[src/rtl/mwu_pkg.sv]
package mwu_pkg;

  localparam int KEY_W = 8;

  typedef enum logic [1:0] {
    KS_IDLE   = 2'd0,
    KS_HALF   = 2'd1,
    KS_OPEN   = 2'd2,
    KS_BARRED = 2'd3
  } key_state_t;

  // One step of a key sequence; err_to is where a mismatch lands.
  function automatic key_state_t key_step(
    input key_state_t     cur,
    input logic           key_we,
    input logic [KEY_W-1:0] kbyte,
    input logic           relock,
    input logic [KEY_W-1:0] k_first,
    input logic [KEY_W-1:0] k_second,
    input key_state_t     err_to
  );
    key_state_t nxt;
    nxt = cur;
    case (cur)
      KS_IDLE:   if (key_we) nxt = (kbyte == k_first)  ? KS_HALF : err_to;
      KS_HALF:   if (key_we) nxt = (kbyte == k_second) ? KS_OPEN : err_to;
      KS_OPEN:   if (relock) nxt = KS_IDLE;
      KS_BARRED: nxt = KS_BARRED;
      default:   nxt = KS_IDLE;
    endcase
    return nxt;
  endfunction

  // A status write relocks a flag when that flag's bit is written as zero.
  function automatic logic flag_cleared(input logic [KEY_W-1:0] word, input int pos);
    return (word[pos] == 1'b0);
  endfunction

endpackage

[src/rtl/mwu_key_seq.sv]
module mwu_key_seq
  import mwu_pkg::*;
#(
  parameter logic [KEY_W-1:0] KEY_FIRST    = 8'h56,
  parameter logic [KEY_W-1:0] KEY_SECOND   = 8'hAE,
  parameter bit               BAR_ON_ERROR = 1'b1
) (
  input  logic             clk,
  input  logic             rst_n,
  input  logic             key_we,
  input  logic [KEY_W-1:0] key_byte,
  input  logic             relock_req,
  output logic             unlocked,
  output logic             barred
);

  localparam key_state_t ERR_TO = BAR_ON_ERROR ? KS_BARRED : KS_IDLE;

  key_state_t state, state_nxt;

  always_comb
    state_nxt = key_step(state, key_we, key_byte, relock_req, KEY_FIRST, KEY_SECOND, ERR_TO);

  always_ff @(posedge clk or negedge rst_n) begin
    if (!rst_n) state <= KS_IDLE;
    else        state <= state_nxt;
  end

  assign unlocked = (state == KS_OPEN);
  assign barred   = (state == KS_BARRED);

  // the region opens only right after the second key byte.
  assert_open_by_second_key_R2: assert property (@(posedge clk) disable iff (!rst_n)
    $rose(unlocked) |-> $past(key_we && key_byte == KEY_SECOND));

  // once barred, the region stays barred until reset.
  assert_lockout_sticky_R4: assert property (@(posedge clk) disable iff (!rst_n)
    barred |=> barred);

  // key writes do not disturb an unlocked region.
  assert_open_ignores_key_R7: assert property (@(posedge clk) disable iff (!rst_n)
    (unlocked && key_we && !relock_req) |=> unlocked);

  // a region without lockout policy never reaches the barred state.
  assert_retry_no_bar_R5: assert property (@(posedge clk) disable iff (!rst_n)
    (!BAR_ON_ERROR && key_we) |=> !barred);

endmodule

[src/rtl/mwu_regs.sv]
module mwu_regs
  import mwu_pkg::*;
#(
  parameter int ADDR_W = 4,
  parameter int DATA_W = 8,
  parameter logic [ADDR_W-1:0] CTRL_ADDR = 4'd0,
  parameter logic [ADDR_W-1:0] KEYP_ADDR = 4'd2,
  parameter logic [ADDR_W-1:0] KEYD_ADDR = 4'd3,
  parameter logic [ADDR_W-1:0] STAT_ADDR = 4'd4,
  parameter int PROG_FLAG_BIT = 1,
  parameter int DATA_FLAG_BIT = 3,
  parameter int BAR_FLAG_BIT  = 6,
  parameter int OPT_EN_BIT    = 7
) (
  input  logic              clk,
  input  logic              rst_n,
  input  logic              wr_en,
  input  logic [ADDR_W-1:0] wr_addr,
  input  logic [DATA_W-1:0] wr_data,
  input  logic [ADDR_W-1:0] rd_addr,
  input  logic              prog_open,
  input  logic              data_open,
  input  logic              prog_barred,
  output logic              prog_key_we,
  output logic              data_key_we,
  output logic [KEY_W-1:0]  key_byte,
  output logic              prog_relock,
  output logic              data_relock,
  output logic              opt_en,
  output logic [DATA_W-1:0] rd_data
);

  logic stat_we, ctrl_we;

  assign stat_we     = wr_en && (wr_addr == STAT_ADDR);
  assign ctrl_we     = wr_en && (wr_addr == CTRL_ADDR);
  assign prog_key_we = wr_en && (wr_addr == KEYP_ADDR);
  assign data_key_we = wr_en && (wr_addr == KEYD_ADDR);
  assign key_byte    = wr_data[KEY_W-1:0];

  assign prog_relock = stat_we && flag_cleared(wr_data[KEY_W-1:0], PROG_FLAG_BIT);
  assign data_relock = stat_we && flag_cleared(wr_data[KEY_W-1:0], DATA_FLAG_BIT);

  always_ff @(posedge clk or negedge rst_n) begin
    if (!rst_n)       opt_en <= 1'b0;
    else if (ctrl_we) opt_en <= wr_data[OPT_EN_BIT];
  end

  always_comb begin
    rd_data = '0;
    if (rd_addr == STAT_ADDR) begin
      rd_data[PROG_FLAG_BIT] = prog_open;
      rd_data[DATA_FLAG_BIT] = data_open;
      rd_data[BAR_FLAG_BIT]  = prog_barred;
    end else if (rd_addr == CTRL_ADDR) begin
      rd_data[OPT_EN_BIT] = opt_en;
    end
  end

  // the option enable follows the last control write.
  assert_opt_en_write_R8: assert property (@(posedge clk) disable iff (!rst_n)
    ctrl_we |=> (opt_en == $past(wr_data[OPT_EN_BIT])));

endmodule

[src/rtl/mem_write_unlock.sv]
module mem_write_unlock
  import mwu_pkg::*;
#(
  parameter int ADDR_W = 4,
  parameter int DATA_W = 8,
  parameter logic [KEY_W-1:0] PROG_KEY_A = 8'h56,
  parameter logic [KEY_W-1:0] PROG_KEY_B = 8'hAE,
  parameter logic [KEY_W-1:0] DATA_KEY_A = 8'hAE,
  parameter logic [KEY_W-1:0] DATA_KEY_B = 8'h56
) (
  input  logic              clk,
  input  logic              rst_n,
  input  logic              reg_wr,
  input  logic [ADDR_W-1:0] reg_waddr,
  input  logic [DATA_W-1:0] reg_wdata,
  input  logic [ADDR_W-1:0] reg_raddr,
  output logic [DATA_W-1:0] reg_rdata,
  output logic              prog_wr_ok,
  output logic              data_wr_ok,
  output logic              opt_wr_ok
);

  logic prog_key_we, data_key_we, prog_relock, data_relock, opt_en;
  logic prog_open, data_open, prog_barred, data_barred;
  logic [KEY_W-1:0] key_byte;

  mwu_regs #(.ADDR_W(ADDR_W), .DATA_W(DATA_W)) u_regs (
    .clk(clk), .rst_n(rst_n),
    .wr_en(reg_wr), .wr_addr(reg_waddr), .wr_data(reg_wdata), .rd_addr(reg_raddr),
    .prog_open(prog_open), .data_open(data_open), .prog_barred(prog_barred),
    .prog_key_we(prog_key_we), .data_key_we(data_key_we), .key_byte(key_byte),
    .prog_relock(prog_relock), .data_relock(data_relock),
    .opt_en(opt_en), .rd_data(reg_rdata)
  );

  mwu_key_seq #(.KEY_FIRST(PROG_KEY_A), .KEY_SECOND(PROG_KEY_B), .BAR_ON_ERROR(1'b1)) u_prog (
    .clk(clk), .rst_n(rst_n), .key_we(prog_key_we), .key_byte(key_byte),
    .relock_req(prog_relock), .unlocked(prog_open), .barred(prog_barred)
  );

  mwu_key_seq #(.KEY_FIRST(DATA_KEY_A), .KEY_SECOND(DATA_KEY_B), .BAR_ON_ERROR(1'b0)) u_data (
    .clk(clk), .rst_n(rst_n), .key_we(data_key_we), .key_byte(key_byte),
    .relock_req(data_relock), .unlocked(data_open), .barred(data_barred)
  );

  assign prog_wr_ok = prog_open;
  assign data_wr_ok = data_open && !data_barred;
  assign opt_wr_ok  = data_wr_ok && opt_en;

  // option writes are never qualified without the data unlock.
  assert_opt_needs_data_R8: assert property (@(posedge clk) disable iff (!rst_n)
    opt_wr_ok |-> data_wr_ok);

  // a zero written to the program flag relocks an open program region.
  assert_prog_relock_R6: assert property (@(posedge clk) disable iff (!rst_n)
    (prog_relock && prog_open) |=> !prog_wr_ok);

  // data key writes never change the program region state.
  assert_data_key_isolated_R9: assert property (@(posedge clk) disable iff (!rst_n)
    (data_key_we && !prog_relock) |=> $stable(prog_wr_ok));

endmodule

[config.mk]
export PLATFORM = sky130hd
export DESIGN_NAME = mem_write_unlock
export DESIGN_NICKNAME = d
export VERILOG_FILES = /design/src/rtl/mwu_pkg.sv /design/src/rtl/mwu_key_seq.sv /design/src/rtl/mwu_regs.sv /design/src/rtl/mem_write_unlock.sv
export SDC_FILE = /design/constraint.sdc
export NUM_CORES = 1
export LEC_CHECK = 0
export BUFFER_PORTS_ARGS = -buffer_cell sky130_fd_sc_hd__buf_2
export CAP_MARGIN = 30
export CELL_PAD_IN_SITES_DETAIL_PLACEMENT = 1
export CELL_PAD_IN_SITES_GLOBAL_PLACEMENT = 1
export CORE_MARGIN = 5
export CORE_UTILIZATION = 29
export DETAILED_ROUTE_END_ITERATION = 7
export HOLD_SLACK_MARGIN = 0.15
export PLACE_DENSITY_LB_ADDON = 0.1
export SLEW_MARGIN = 10
export SYNTH_ARGS = -nofsm -noshare
export SYNTH_HDL_FRONTEND = slang
export SYNTH_HIERARCHICAL = 1
export SYNTH_SLANG_ARGS = --single-unit
export TNS_END_PERCENT = 5
[constraint.sdc]
create_clock -name clk -period 1.3 [get_ports clk]
set_input_delay 0.325 -clock clk [delete_from_list [all_inputs] [get_ports clk]]
set_output_delay 0.325 -clock clk [all_outputs]
set_load 0.02 [all_outputs]
Word-level counts from Yosys, hierarchy flattened:

Index checks and enable logic that the tools add are counted.

* bits in registers: 5
* latch bits: 0
* bits in writable memories: 0
* memory bits (read-only): 0
* input port bits: 19
* output and inout port bits: 11
* word-level logic and storage cells: 55
* memories: 0

* $add $sub $neg: 0
* $mul: 0
* divide/modulo/power cells: 0
* order comparisons: 0
* equal/unequal tests: 18
* shift-type cells: 0
* muxes and demuxes: 17
* bitwise operators: 2
* reductions and logical operators: 15

Operators by type and width (number)
* $mux W2: 8
* $pmux W2 S4: 2
* $ne A2 B2 Y1 const B: 6
* $eq A2 B2 Y1 const B: 4
* $eq A4 B2 Y1 const B: 2
* $eq A4 B3 Y1 const B: 2
* $eq A8 B7 Y1 const B: 1
* $eq A8 B8 Y1 const B: 1
* $logic_and A1 B1 Y1: 8
* $logic_not A4 Y1: 2
* $mux W1: 7
* $reduce_and A3 Y1: 2
* $eq A2 B1 Y1 const B: 2
* $logic_not A2 Y1: 2
* $not A1 Y1: 2
* $logic_not A1 Y1: 1

Depth between registers and ports, before layout:

Gate-level depths: netlist (run 1).

* depth in word-level cells: 5
* gate-level depth with buffers: 6
* mapped depth without buffers: 6

Modules after synthesis:

The synthesis (run 1) kept the hierarchy.

Modules (own cells, without submodules)
* mwu_regs: instances 1, cells each 29, area an instance 229.0 um^2, seq. area each 25.0 um^2
* mwu_key_seq at u_data: instances 1, cells each 17, area an instance 158.9 um^2, seq. area each 50.0 um^2
* mwu_key_seq at u_prog: instances 1, cells each 14, area an instance 138.9 um^2, seq. area each 50.0 um^2
* mem_write_unlock: instances 1, cells each 2, area an instance 15.0 um^2, seq. area each 0.0 um^2

Worst setup path before layout (run 1):

No wires, ideal clock.

* kind: input -> register
* from: input port reg_waddr[3]
* to: register u_data.state[1]
* library setup time: 0.095 ns
* arrival time: 1.417 ns
* required time: 1.205 ns
* slack: -0.212 ns
* cell stages on the path: 5
* buffers on the path: 0
* cells stage by stage: nor3b_1 > and3_1 > nand4b_1 > or4b_1 > o31ai_1

* elaborated cells between the ends (all ways): 9
* classes of those cells: eq/ne: 5; reduce/logical: 4

RTL lines
* start: declaration: RTL line mem_write_unlock.sv:14 `input logic [ADDR_W-1:0] reg_waddr,`
* $eq A4 B2 Y1 *: RTL line mwu_regs.sv:38 `assign data_key_we = wr_en && (wr_addr == KEYD_ADDR);`
* $logic_and A1 B1 Y1 *: RTL line mwu_regs.sv:38
* via data_key_we: RTL line mem_write_unlock.sv:23 `logic prog_key_we, data_key_we, prog_relock, data_relock, opt_en;`
* $ne A2 B2 Y1 (no line)
* $reduce_and A3 Y1 (no line) *
* end signal: assignment: RTL line mwu_key_seq.sv:26 `else state <= state_nxt;`
* end: declaration: RTL line mwu_key_seq.sv:19 `key_state_t state, state_nxt;`

Mark *: on every way through the listed nets, which the timed path passes. The rest lies on a longest branch.
A chain may end at the register's enable or synchronous reset.

Worst setup path after layout (run 1):

* from: register u_data.state[0]
* to: output port opt_wr_ok

* elaborated cells between the ends (all ways): 5
* classes of those cells: eq/ne: 2; reduce/logical: 3

RTL lines
* $eq A2 B2 Y1: RTL line mwu_key_seq.sv:29 `assign unlocked = (state == KS_OPEN);`
* via data_open: RTL line mem_write_unlock.sv:24 `logic prog_open, data_open, prog_barred, data_barred;`
* $logic_and A1 B1 Y1: RTL line mem_write_unlock.sv:47 `assign data_wr_ok = data_open && !data_barred;`
* $logic_and A1 B1 Y1: RTL line mem_write_unlock.sv:48 `assign opt_wr_ok = data_wr_ok && opt_en;`
* end: declaration: RTL line mem_write_unlock.sv:20 `output logic opt_wr_ok`

The timed path passes the listed nets, and every way through them passes these cells.

==> reports/metrics.cfg, run 1 <==
[clocking]
clk_latency_ns = 0.24
cts_tree = yes
numCtsBuffers = 3
ctsRootBufferMaster = clkbuf_4
cts_max_level = 1
clk_path_buf_depth = 2
cts.reportedPaths.clkPinSlew_ns = 0.04
clock-sinks = 5

[global_route]
grt-ovfl-total = 0
grt_pass1_wl_um = 2884
antenna_found_initial = 0
grt_max_degree = 6
grt_usage = 0.1396
grt_pass1_vias = 681

[placed_design]
placed_cell_area_sq_um = 729.5
placedCellCount = 117
place_hpwl_um = 1355
gp_congestion = 0.7395
place_ws_ns = -0.3918
numPortBuffers = 25

[final_layout]
fin_util = 0.4875
syn_to_final_growth_pct = 57.04
diodes = 0
layout-drive-gt1-share = 0.5800
multi_input_area_sq_um = 369.1
layout.nets = 120
seqCellArea_sq_um = 125.1
final_cells = 125
postLayoutCellArea_sq_um = 850.8
n_fill_cell = 231

[yosys]
ys_warn_count = 6
synth_top_area_cell = dfrtp_1
ys_seq_area_frac = 0.2309
netlist_area_sq_um = 541.8
yosys.area.top_type_share = 0.2309
synth-seq-cells = 5
yosysUniqueCellTypes = 31
syn_area_per_cell_sq_um = 8.738
syn_inst = 62
synthTopCellsByArea = dfrtp_1 23%, buf_4 17%, and3_1 5.8%, nor4b_4 4.4%, nand4bb_1 4.2%

[flow_run]
drv_cap = 0

[setup_path]
crit_chain = and2b_2, and3b_1, buf_6
worst_path_largest_cell_delay_ns = 0.38
critPathArrivalTime_ns = 1.17
startpoint = u_data/state[0]$_DFFE_PN0P_
crit_slowest_cell = dfrtp_1
r2r_start = u_data/state[1]$_DFFE_PN0P_
path_max_fanout = 4
worstSetupPathType = reg -> out
cp-end-kind = output pin
start_kind = flop
worstPathRequired_ns = 0.98
crit_buf_inv = 1
crit_family = simple AND/OR/NAND/NOR gates

[sta]
worst_slack_ns = -0.1916
final.setup.tns_ns = -1.089
post-route-period-util = 1.147
clock_skew_ns = 0.0001083
setup_violations = 8
min_period_ns = 1.492
fmax_mhz = 670.4
rsz0062_at_grt = true
maxSlewViolCount = 0
hold_viol_final = 0

[outcome]
outcome = finished, violations left
violations = setup timing

[route]
drt_iter0_markers = 2
drc_errors = 0
vias_per_cell = 4.608
drt_pass1_iterations = 3
ant_nets = 0
routedWlPerCell_um = 12.80
wirelength_um = 1600
vias = 576

[hold_path]
worstHoldStart = reg_wdata[0]
hp-class = in -> reg

[die]
die_w_um = 53.22
die_area_sq_um = 2832
start_util = 0.3104
core_sq_um = 1745
rows = 15
dieHeight_um = 53.22
ios = 30

[power]
powerDensity_nw_per_um2 = 811.1
total_leakage_power_nw = 0.4378
max-vdd-ir-drop_uv = 301.3

cells by family (layout without fill, tap and decap cells):
kind of cell           count (synthesis)  count (layout)  share of synthesized area
DFF                                    5               5                     0.2309
and+or+nand+nor                       34              34                     0.4504
muxes                                  1               1                    0.02771
AOI/OAI and AO/OA                      7               7                     0.1039
buffers and inverters                 14              49                     0.1802
other                                  1               4                   0.006922
power by group:
group | switching (mW) | internal (mW) | total (mW) | leakage, nW
clock network | 0.0652 | 0.116 | 0.181 | 0.0150
registers | 0.0287 | 0.189 | 0.218 | 0.0604
logic | 0.132 | 0.159 | 0.291 | 0.362
total | 0.226 | 0.464 | 0.690 | 0.438
synthesized netlist by cell type:
library cell  number
and3_1             5
nor2b_1            2
and2b_2            1
nand2_1            3
a21oi_1            1
buf_4             12
conb_1             1
nor3_1             2
and4bb_1           1
and3b_1            2
or3b_1             1
nand4b_1           1
nor3b_1            1
nand2b_1           1
o22a_1             1
a21o_2             1
a31oi_1            1
or4b_1             1
nor4b_4            1
o21ai_0            1
dfrtp_1            5
nor2_1             6
o31ai_1            1
nor4_1             1
nor4bb_1           1
mux2_4             1
and2_1             1
nand4bb_1          2
inv_1              2
and2_2             1
a221oi_2           1
final cells by class:
cell class                      count  area share
Sequential cell                     5      0.1471
Timing Repair Buffer               43      0.3426
Clock buffer                        4     0.03088
Inverter                            2    0.008824
Multi-Input combinational cell     46      0.4338
Tap cell                           25     0.03676
worst paths after layout:
| kind | to | depth (start not counted) | slack (ns) |
|---|---|---|---|
| max | opt_wr_ok | 3 | -0.19 |
| max reg2reg | u_data/state[0]$_DFFE_PN0P_ | 4 | -0.07 |
| min | u_data/state[1]$_DFFE_PN0P_ | 2 | 0.31 |
| min reg2reg | u_regs/opt_en$_DFFE_PN0P_ | 1 | 0.53 |
| min in group asynchronous | u_regs/opt_en$_DFFE_PN0P_ | 2 | 0.42 |
| max in group asynchronous | u_data/state[0]$_DFFE_PN0P_ | 2 | 0.75 |
metal layers:
metal  global-route usage  wire length (um)  vias to the layer above
li1                     -                 -                      287
met1               0.1661               716                      274
met2               0.2449               824                       15
met3              0.01690                59                        0
met4              0.06383                 0                        0
met5                    0                 0                        -
registers in the layout, summed over array words and instances (netlist names):
register	count
u_data/state	2
u_regs/opt_en	1
u_prog/state	2
worst register-to-register path, delay by kind of cell, from the launching register on:
kind,cells,cell delay [ns]
AND/OR/NAND/NOR,2,0.64
flip-flops,1,0.37
buffers and inverters,1,0.14
AO/OA/AOI/OAI,1,0.16
timing repair:
action / in CTS / in global routing
resized for setup: 12 / 5
pin swaps: 1 / 3
hold buffers: 1 / 0
setup buffers: 3 / 0
endpoints found under the hold margin: 5 / 0
endpoints found under the setup margin: 9 / 10
through the flow:
stage          hold WS [ns]  power, mW
2_1_floorplan       0.02941     0.3646
3_3_place_gp         0.1419     0.4718
3_5_place_dp         0.1447     0.4764
4_1_cts              0.2884     0.7002
5_1_grt              0.3005     0.7503
6_report             0.3081     0.6901
layout by cell type (no fill, tap or decap), drive strengths merged, types with 2 or more instances in the layout:
cell type  count
and3b          2
nand2          3
and2           2
buf           42
inv            2
dfrtp          5
nor2b          2
nor2           6
nand4bb        2
clkbuf         4
and3           5
conb           4
nor3           2
Power figures use the tool's default switching activity.
==> inputs of run 2 (changes only) <==
CORE_UTILIZATION = 26   (was 29)
SYNTH_HIERARCHICAL = default   (was 1)
==> run 2 against run 1 <==
The flow still finishes with violations (setup timing). Global-route usage shrank 3.5 points. Maximum frequency up 6.6%. Sequential power barely moved. Synthesized cell count shrank 29%. Critical endpoint is now reg_rdata[3].
==> reports/metrics.cfg, run 2 <==
[global_route]
grt-ovfl-total = 0  ; unchanged
grt_pass1_wl_um = 2056  ; was 2884 um
grt_pass1_vias = 489  ; was 681
grt_max_degree = 7  ; was 6
antenna_found_initial = 0  ; unchanged
grt_usage = 0.1050  ; was 0.1396

[yosys]
syn_area_per_cell_sq_um = 9.412  ; was 8.738 sq um
ys.flop_type = dfrtp_1  ; unchanged
netlist_area_sq_um = 414.1  ; was 541.8 sq um
synth-edff-count = 0  ; unchanged
synthTopCellsByArea = dfrtp_1 30%, buf_4 7.3%, nor4b_2 7.3%, and3_1 4.5%, nor2b_1 4.5%  ; was dfrtp_1 23%, buf_4 17%, and3_1 5.8%, nor4b_4 4.4%, nand4bb_1 4.2%
synthMostInstantiatedCell = dfrtp_1  ; was buf_4
async_reset_ff_frac = 1.000  ; unchanged
synth_top_area_cell = dfrtp_1  ; unchanged
ys_warn_count = 0  ; was 6
ys_seq_area_frac = 0.3021  ; was 0.2309
syn_inst = 44  ; was 62
netlist_top_cells_count = 5 x dfrtp_1, 4 x buf_4, 4 x nor2_1  ; was 12 x buf_4, 6 x nor2_1, 5 x and3_1, 5 x dfrtp_1, 3 x nand2_1
synth-seq-cells = 5  ; unchanged
yosysUniqueCellTypes = 25  ; was 31
yosys.area.top_type_share = 0.3021  ; was 0.2309

[setup_path]
start_kind = flop  ; unchanged
worst_path_largest_cell_delay_ns = 0.40  ; was 0.38 ns
crit_buf_inv = 1  ; unchanged
worstPathRequired_ns = 0.98  ; about the same
crit_slowest_cell = dfrtp_1  ; unchanged
crit_chain = nor2b_4, and3_4, buf_6  ; was and2b_2, and3b_1, buf_6
worstSetupPathType = reg -> out  ; unchanged
critPathArrivalTime_ns = 1.07  ; was 1.17 ns
crit_family = flip-flops  ; was simple AND/OR/NAND/NOR gates
path_max_fanout = 3  ; was 4
cp-end-kind = output pin  ; unchanged

[route]
routedWlPerCell_um = 12.62  ; was 12.80 um
wirelength_um = 1174  ; was 1600 um
drt_pass1_iterations = 2  ; was 3
drt_iter0_markers = 1  ; was 2
vias = 466  ; was 576
drc_errors = 0  ; unchanged
ant_nets = 0  ; unchanged
vias_per_cell = 5.011  ; was 4.608

[die]
start_util = 0.2749  ; was 0.3104
ios = 30  ; unchanged
die_w_um = 49.91  ; was 53.22 um
dieHeight_um = 49.91  ; was 53.22 um
die_area_sq_um = 2491  ; was 2832 sq um
rows = 14  ; was 15
core_sq_um = 1506  ; was 1745 sq um

[sta]
clock_skew_ns = 0.00005138  ; was 0.0001083 ns
post-route-period-util = 1.077  ; was 1.147
maxSlewViolCount = 0  ; unchanged
setup_violations = 4  ; was 8
min_period_ns = 1.400  ; was 1.492 ns
worst_slack_ns = -0.09987  ; was -0.1916 ns
rsz0062_at_grt = true  ; unchanged
hold_viol_final = 0  ; unchanged
fmax_mhz = 714.4  ; was 670.4 MHz
final.setup.tns_ns = -0.2682  ; was -1.089 ns

[clocking]
ctsRootBufferMaster = clkbuf_4  ; unchanged
numCtsBuffers = 3  ; unchanged
clock-sinks = 5  ; unchanged
cts_max_level = 1  ; unchanged
cts.reportedPaths.clkPinSlew_ns = 0.04  ; about the same
cts_tree = yes  ; unchanged
clk_latency_ns = 0.23  ; was 0.24 ns
clk_path_buf_depth = 2  ; unchanged

[placed_design]
numPortBuffers = 25  ; unchanged
placedCellCount = 85  ; was 117
place_hpwl_um = 1021  ; was 1355 um
place_ws_ns = -0.1193  ; was -0.3918 ns
gp_congestion = 0.7073  ; was 0.7395

[power]
powerDensity_nw_per_um2 = 914.6  ; was 811.1 nW/um^2
total_leakage_power_nw = 0.3291  ; was 0.4378 nW
max-vdd-ir-drop_uv = 743.9  ; was 301.3 uV

[outcome]
violations = setup timing  ; unchanged
outcome = finished, violations left  ; unchanged

[final_layout]
syn_to_final_growth_pct = 58.61  ; was 57.04%
layout_common_cells = 21 x buf_2, 5 x buf_4, 5 x dfrtp_1, 4 x nor2_1, 4 x conb_1  ; was 21 x buf_4, 18 x buf_2, 5 x dfrtp_1
fin_util = 0.4360  ; was 0.4875
layout_commonest_cell = buf_2  ; was buf_4
layout.nets = 97  ; was 120
diodes = 0  ; unchanged
layout-drive-gt1-share = 0.5195  ; was 0.5800
final_cells = 93  ; was 125
reg_top3 = u_data.state (2), u_prog.state (2), u_regs.opt_en (1)  ; was u_data/state (2), u_prog/state (2), u_regs/opt_en (1)

[flow_run]
drv_cap = 0  ; unchanged

[hold_path]
hp-class = in -> reg  ; unchanged

run 2: cell types whose count changed after synthesis, sizes merged, moves of 2 or more:
cell | previous run | this run
and3 | 5 | 3
nor2 | 6 | 4
buf | 12 | 4
a21oi | 1 | 3
run 2: final timing paths:
kind / depth (start not counted) / startpoint / slack (ns) / end
worst min register to register: 1 / u_regs.opt_en$_DFFE_PN0P_ / 0.54 / u_regs.opt_en$_DFFE_PN0P_
min in group asynchronous: 2 / rst_n / 0.43 / u_prog.state[0]$_DFFE_PN0P_
max in group asynchronous: 2 / rst_n / 0.73 / u_data.state[0]$_DFFE_PN0P_
worst max-delay path: 3 / u_data.state[0]$_DFFE_PN0P_ / -0.1 / reg_rdata[3]
worst min-delay path: 2 / reg_wdata[7] / 0.35 / u_regs.opt_en$_DFFE_PN0P_
worst max register to register: 4 / u_prog.state[0]$_DFFE_PN0P_ / 0.20 / u_prog.state[1]$_DFFE_PN0P_
run 2: worst reg2reg max path: stages, from the launching register on:
cell	delay, ns
dfrtp_1	0.39
buf_4	0.15
nor2_1	0.10
nand4b_1	0.12
a32o_1	0.22
run 2: power by group:
| part | internal (mW) | switching (mW) | leakage (nW) |
|---|---|---|---|
| sequential | 0.190 | 0.0258 | 0.0620 |
| combinational | 0.110 | 0.104 | 0.252 |
| clock | 0.116 | 0.0559 | 0.0150 |
run 2: per-stage QoR:
step                hold WS (ns)  area, sq um  power (mW)
finish                    0.3494        656.9      0.6008
global route              0.3645        656.9      0.6612
CTS                       0.3555        645.6      0.6142
detailed placement        0.1442        550.5      0.4006
global placement          0.1474        550.5      0.3988
floorplan                0.02941        427.9      0.3227
run 2: kinds of logic after synthesis:
logic type | after synthesis | share of synthesized area
AOI/OAI and AO/OA | 6 | 0.1057
muxes | 1 | 0.02719
other | 1 | 0.009055
and+or+nand+nor | 26 | 0.4743
DFF | 5 | 0.3021
buffers and inverters | 5 | 0.08157
run 2: per-layer routing:
| metal | global-route usage | routed length (um) | part of all wire | vias up |
|---|---|---|---|---|
| li1 | - | - | - | 226 |
| met5 | 0 | 0 | 0 | - |
| met3 | 0.06627 | 134 | 0.11 | 0 |
| met4 | 0.01310 | 0 | 0 | 0 |
| met2 | 0.1928 | 605 | 0.52 | 23 |
| met1 | 0.09946 | 434 | 0.37 | 217 |
run 2: what timing repair did:
action | CTS | global route
hold buffers | 1 | 0
endpoints found under the setup margin | 6 | 7
endpoints found under the hold margin | 5 | 0
buffers inserted | 3 | 0
pin swaps | 3 | 1
resized for setup | 10 | 3
run 2: area by class of cell:
| cell class | instances | area, sq um |
|---|---|---|
| fillers | 190 | 849.6 |
| multi-input cells | 37 | 295.3 |
| repair buffers | 30 | 186.4 |
| flip-flops and latches | 5 | 125.1 |
| clock buffers | 4 | 26.28 |
| well taps | 16 | 20.02 |
| inverters | 1 | 3.754 |
